`config.mk`:
```
export PLATFORM = sky130hd
export DESIGN_NAME = proc_cycle_dec
export DESIGN_NICKNAME = d
export VERILOG_FILES = /design/src/rtl/proc_cycle_dec.sv
export SDC_FILE = /design/constraint.sdc
export NUM_CORES = 1
export LEC_CHECK = 0
export ABC_AREA = 1
export CORE_AREA = 2 2 39 41
export DETAILED_ROUTE_END_ITERATION = 10
export DIE_AREA = 0 0 41 43
export GPL_ROUTABILITY_DRIVEN = 0
export PLACE_DENSITY = 0.69
export SLEW_MARGIN = 10
export SYNTH_ARGS = -nofsm -noshare
export SYNTH_HDL_FRONTEND = slang
export SYNTH_SLANG_ARGS = --single-unit
export TNS_END_PERCENT = 5
```
`constraint.sdc`:
```
create_clock -name clk -period 1.7 [get_ports clk]
set_input_delay 0.34 -clock clk [delete_from_list [all_inputs] [get_ports clk]]
set_output_delay 0.34 -clock clk [all_outputs]
set_load 0.02 [all_outputs]
```
`src/rtl/proc_cycle_dec.sv`:
```
module proc_cycle_dec #(
  parameter int BURST_BEATS = 4,
  parameter int NUM_KINDS   = 8
) (
  input  logic                 clk,
  input  logic                 rst_n,
  input  logic                 ads_n,
  input  logic                 mio_n,
  input  logic                 dc_n,
  input  logic                 wr_n,
  input  logic                 cache_n,
  input  logic                 ken_n,
  input  logic                 brdy_n,
  output logic [NUM_KINDS-1:0] cyc_stb,
  output logic                 burst,
  output logic                 proto_err,
  output logic                 overlap_err
);

  localparam int CW = (BURST_BEATS > 1) ? $clog2(BURST_BEATS) : 1;
  localparam int KW = $clog2(NUM_KINDS);
  localparam logic [CW-1:0] LAST_BEAT = CW'(BURST_BEATS - 1);

  logic          open_q;
  logic [KW-1:0] kind_q;
  logic          burst_q;
  logic [CW-1:0] beat_q;

  wire [KW-1:0] kind_in   = KW'({mio_n, dc_n, wr_n});
  wire          rd_fill   = mio_n & ~wr_n & ~cache_n & ~ken_n;
  wire          wr_back   = mio_n & dc_n & wr_n & ~cache_n;
  wire          start     = ~ads_n & ~open_q;
  wire          beat_done = open_q & ~brdy_n;
  wire          last      = beat_done & (~burst_q | (beat_q == LAST_BEAT));

  always_ff @(posedge clk or negedge rst_n) begin
    if (!rst_n) begin
      open_q  <= 1'b0;
      kind_q  <= '0;
      burst_q <= 1'b0;
      beat_q  <= '0;
    end else if (start) begin
      open_q  <= 1'b1;
      kind_q  <= kind_in;
      burst_q <= rd_fill | wr_back;
      beat_q  <= '0;
    end else if (last) begin
      open_q  <= 1'b0;
      burst_q <= 1'b0;
      beat_q  <= '0;
    end else if (beat_done) begin
      beat_q  <= beat_q + 1'b1;
    end
  end

  always_ff @(posedge clk or negedge rst_n) begin
    if (!rst_n) begin
      proto_err   <= 1'b0;
      overlap_err <= 1'b0;
    end else begin
      if (start && !cache_n && !mio_n) proto_err <= 1'b1;
      if (!ads_n && open_q) overlap_err <= 1'b1;
    end
  end

  assign cyc_stb = open_q ? (NUM_KINDS'(1) << kind_q) : '0;
  assign burst   = open_q & burst_q;

  a_r2_onehot: assert property (@(posedge clk) disable iff (!rst_n)
    $onehot0(cyc_stb));

  a_r1_capture: assert property (@(posedge clk) disable iff (!rst_n)
    (!ads_n && cyc_stb == '0) |=> cyc_stb == (NUM_KINDS'(1) << $past(kind_in)));

  a_r3_hold: assert property (@(posedge clk) disable iff (!rst_n)
    (cyc_stb != '0 && brdy_n && ads_n) |=> ($stable(cyc_stb) && $stable(burst)));

  a_r5_burst_kinds: assert property (@(posedge clk) disable iff (!rst_n)
    burst |-> (cyc_stb[4] || cyc_stb[6] || cyc_stb[7]));

  a_r6_single_end: assert property (@(posedge clk) disable iff (!rst_n)
    (cyc_stb != '0 && !burst && !brdy_n) |=> cyc_stb == '0);

  a_r7_proto: assert property (@(posedge clk) disable iff (!rst_n)
    (!ads_n && cyc_stb == '0 && !cache_n && !mio_n) |=> (proto_err && !burst));

  a_r8_sticky: assert property (@(posedge clk) disable iff (!rst_n)
    overlap_err |=> overlap_err);

  a_r8_ignored: assert property (@(posedge clk) disable iff (!rst_n)
    (!ads_n && cyc_stb != '0 && brdy_n) |=> (overlap_err && $stable(cyc_stb)));

endmodule

```
Yosys cells after proc, flatten, opt, wreduce, memory -nomap -nowiden
Index checks and enable logic that the tools add are counted.

Flip-flop bits (word level): 9. Bits in latches: 0. Bits in writable memories: 0. ROM bits: 0. Input port bits: 9. Logic and storage cells: 43. Memories: 0.

Add/subtract/negate cells: 1. $mul: 0. Div/mod/pow operators: 0. $lt $le $gt $ge: 0. Equal/unequal tests: 1. Shift-type cells: 1. Mux-type cells: 7. Bitwise operators: 19. Reduce and logical (&&, ||, !) cells: 8.

Operator list (count): AND 1 bit (10); 2-to-1 mux 8 bit (1); left shift 1 x 3 -> 8 bit, first input constant (1); inverter 1 bit (7); 2-to-1 mux 2 bit (3); logical AND 1 bit (3); logical NOT 1 bit (3); 2-to-1 mux 1 bit (3); nonzero test 3 bit (1); adder 2 x 1 -> 2 bit, second input constant (1); equality test 2 bit, second input constant (1); bitwise OR 1 bit (2); nonzero test 2 bit (1).

Depth between registers and ports, before layout
Depth in word-level cells: 6. Gate-level depth with buffers: 6. Gate-level depth less buffers: 6.

Least setup slack after synthesis
No wires, ideal clock.

Kind: register to output. Start: reg open_q. End: out cyc_stb[4]. Arrival time: 0.824 ns. Path slack: 0.536 ns. Cell stages (with the launch flop): 3. Cell sequence: dfrtp_1 nand2_1 nor2_1.

Longest elaborated chain between the ends: 1.

RTL lines: start, declared (RTL line 24) `logic open_q;`; start signal, assigned (RTL line 38) `open_q <= 1'b0;`; start signal, assigned (RTL line 43) `open_q <= 1'b1;`; start signal, assigned (RTL line 48) `open_q <= 1'b0;`; 2-to-1 mux 8 bit (RTL line 66) `assign cyc_stb = open_q ? (NUM_KINDS'(1) << kind_q) : '0;`; end, declared (RTL line 14) `output logic [NUM_KINDS-1:0] cyc_stb,`.

Every way passes these cells.

Worst setup path after layout
Start: reg open_q. End: out cyc_stb[5].

The elaborated chain is that of the path after synthesis.

==> results.md <==
- CTS sink count: 9
- Max Fclk: 628 MHz
- Worst skew pair latency: 0.26 ns
- Crit path cell chain: nand2_1, nor2_1, dlygate4sd2_1
- Fin cells: 105
- Dominant combinational cell family by area after synthesis: simple AND/OR/NAND/NOR gates
- Avg Cell Area, Syn: a little over 7 um^2
- Leak: 0.376 nW
- P_sw: approximately 0.24 mW
- Vias in the first global route: 385
- CP required: 1.36 ns
- Final Hold Violating Endpoints: 0
- Setup Skew: 0.000713 ns
- XOR/XNOR share of the synthesized area: 0
- Placed Area: 687 um^2
- Total power: around 0.67 mW
- Largest net degree at the start of global routing: 10
- Simple-gate share of the synthesized area: 0.325
- Synth Area in Compound Gates: 0.0892
- Final period utilization: 0.936
- DR pass1 iterations: 2
- DR iter-0 viols: 1
- All-Layer GR Usage: 0.126
- Residual DRC: 0
- Setup violators final: 0
- WHS: 0.368 ns
- I/O Buffers: 19
- Internal Pwr Total: 0.429 mW
- Cell Pwr Density: 947 mW/mm^2
- Total Wirelength: 904 um
- Post-Syn Instances: 66
- DP Cell Count: 101
- Total nets after synthesis: 76
- Nets@finish: 100
- Synth top area cells: dfrtp_1 (47%), nand2_1 (17%), nor2_1 (9.4%)
- Overflow after GRT: 0
- Post-synthesis mux area share: 0
- Top Ports: 20
- Die width: 41 um
- Synthesized area: 477 um^2
- Top cell type's share of synthesized area: 0.472
- Critical-path top delay cell: dfrtp_1
- Slew Limit Fails: 0
- Worst hold path class: input port to async pin
- CP max FO: 6
- Post-synthesis register bit count: 9
- Relative slew slack: 0.744
- Pre-CTS setup slack: 0.0829 ns
- CTS buffer count: 3
- CTS root buf: clkbuf_4
- DR vias: approximately 450
- Synth warn: 0
- Slew @ Worst Pin: 0.383 ns
- Initial antenna violation count: 0
- Leading area contributor after synthesis: dfrtp_1
- WP buf/inv: 1
- Initial Util: 0.344
- First-pass GRT wire length: 1480 um
- Die ar.: 0.00176 mm^2
- Die height: 43 um
- Post-Synth Adder-Cell Area: 0.0262
- Ant diodes: 0
- RSZ-0062 raised after global routing: false
- Startpoint Class: flip-flop
- Worst setup margin: between 0.1 and 0.15 ns
- Worst Path Arrival: 1.25 ns
- Final Instance Area: 706 um^2
- Sequential-to-total area share from yosys stat: 0.472
- # Post-CTS Setup Buffers: 0
- CTS max path bufs: 2
- Combinational share of power: 0.350
- Utilization after layout: 0.510
- Status: finished clean
- Net Sw Frac: 0.359
- Seq pwr share: 0.409
- Tmin final: between 1.5 and 2 ns
- CTS tree: built
- Placeable Area: 0.00138 mm^2
- Setup_tns: 0 ns
- DP HPWL: ~750 um
- Area Growth Syn to Fin: 48.0%
- IR drop worst, VDD: between 0.4 and 0.5 mV
- CP max stage delay: 0.43 ns
- Via/cell ratio: 4.32
- Share of cells above drive strength 1: 0.0674
- H-tree levels: 1
- WS Path Type: flip-flop to primary output
- CP delay by family, top: flip-flops
- Setup crit end kind: primary output
- Clock share of power: 0.242
- Max_cap viols: 0
- Post-route antenna net violation count: 0
- Unique masters post-synth: 12
- FP Rows: 14
- CTS clk-pin slew, worst paths: 0.06 ns
- Mean routed wirelength per cell: 8.61 um
[state kept, by name, summed over array words and instances (netlist names)]
| name | cells |
|---|---|
| kind_q | 3 |
| proto_err | 1 |
| open_q | 1 |
| burst_q | 1 |
| overlap_err | 1 |
| beat_q | 2 |
[synthesized netlist by cell type]
library cell and n:
nand2_2 1, nand2_1 22, inv_1 10, ha_1 1
nor2_4 1, dfrtp_1 9, inv_2 1, a22oi_1 1
o21ai_0 4, o21bai_1 2, nand3_1 2, nor2_1 12
[final timing paths]
kind	startpoint	end	slack, ns	depth (start not counted)
max	open_q	cyc_stb[5]	0.11	3
min	rst_n	beat_q[1]	0.37	1
max reg2reg	beat_q[0]	beat_q[1]	0.66	6
min reg2reg	proto_err	proto_err	0.47	1
max in group asynchronous	rst_n	kind_q[0]	1.06	1
min in group clk	proto_err	proto_err	0.47	1
[area by class of cell]
| cell class | count | area [um^2] |
|---|---|---|
| fillers | 137 | 678 |
| flip-flops and latches | 9 | 225 |
| multi-input cells | 46 | 210 |
| repair buffers | 19 | 183 |
| inverters | 11 | 41.3 |
| clock buffers | 4 | 26.3 |
| well taps | 16 | 20.0 |
[kinds of logic (layout without fill, tap and decap cells)]
| logic type | after synthesis | in the layout |
|---|---|---|
| flops | 9 | 9 |
| simple gates | 38 | 38 |
| compound gates | 7 | 7 |
| buf+inv | 11 | 34 |
| fa+ha+maj | 1 | 1 |
[per-layer routing]
| layer | part of all wire | global-route usage | wire (um) | vias up |
|---|---|---|---|---|
| met1 | 0.41 | 0.144 | 368 | 189 |
| met4 | 0.013 | 0.0800 | 12 | 0 |
| met3 | 0.083 | 0.0419 | 75 | 2 |
| li1 | - | - | - | 247 |
| met2 | 0.50 | 0.191 | 448 | 16 |
| met5 | 0 | 0 | 0 | - |
[power by group through the flow]
stage | sequential (mW) | combinational [mW] | clock (mW)
5_1_grt | 0.278 | 0.266 | 0.182
2_1_floorplan | 0.276 | 0.144 | 0
3_5_place_dp | 0.278 | 0.256 | 0
3_3_place_gp | 0.275 | 0.254 | 0
4_1_cts | 0.274 | 0.235 | 0.172
6_report | 0.273 | 0.234 | 0.161
[timing repair]
action / CTS / global route
endpoints found under the hold margin: 0 / 0
hold buffers: 0 / 0
setup endpoints to repair: 9 / 3
gates resized for setup: 9 / 3
gates cloned: 0 / 0
[cell usage in the layout (no fill, tap or decap)]
master / n
clkdlybuf4s15_1: 3
nor2_4: 1
a22oi_1: 1
o21ai_0: 4
clkbuf_4: 3
dfrtp_1: 9
ha_1: 1
clkdlybuf4s50_1: 10
nand3_1: 2
nand2_1: 22
inv_1: 10
clkbuf_1: 1
nand2_2: 1
nor2_1: 12
inv_2: 1
o21bai_1: 2
dlygate4sd2_1: 6
Power figures use the tool's default switching activity.
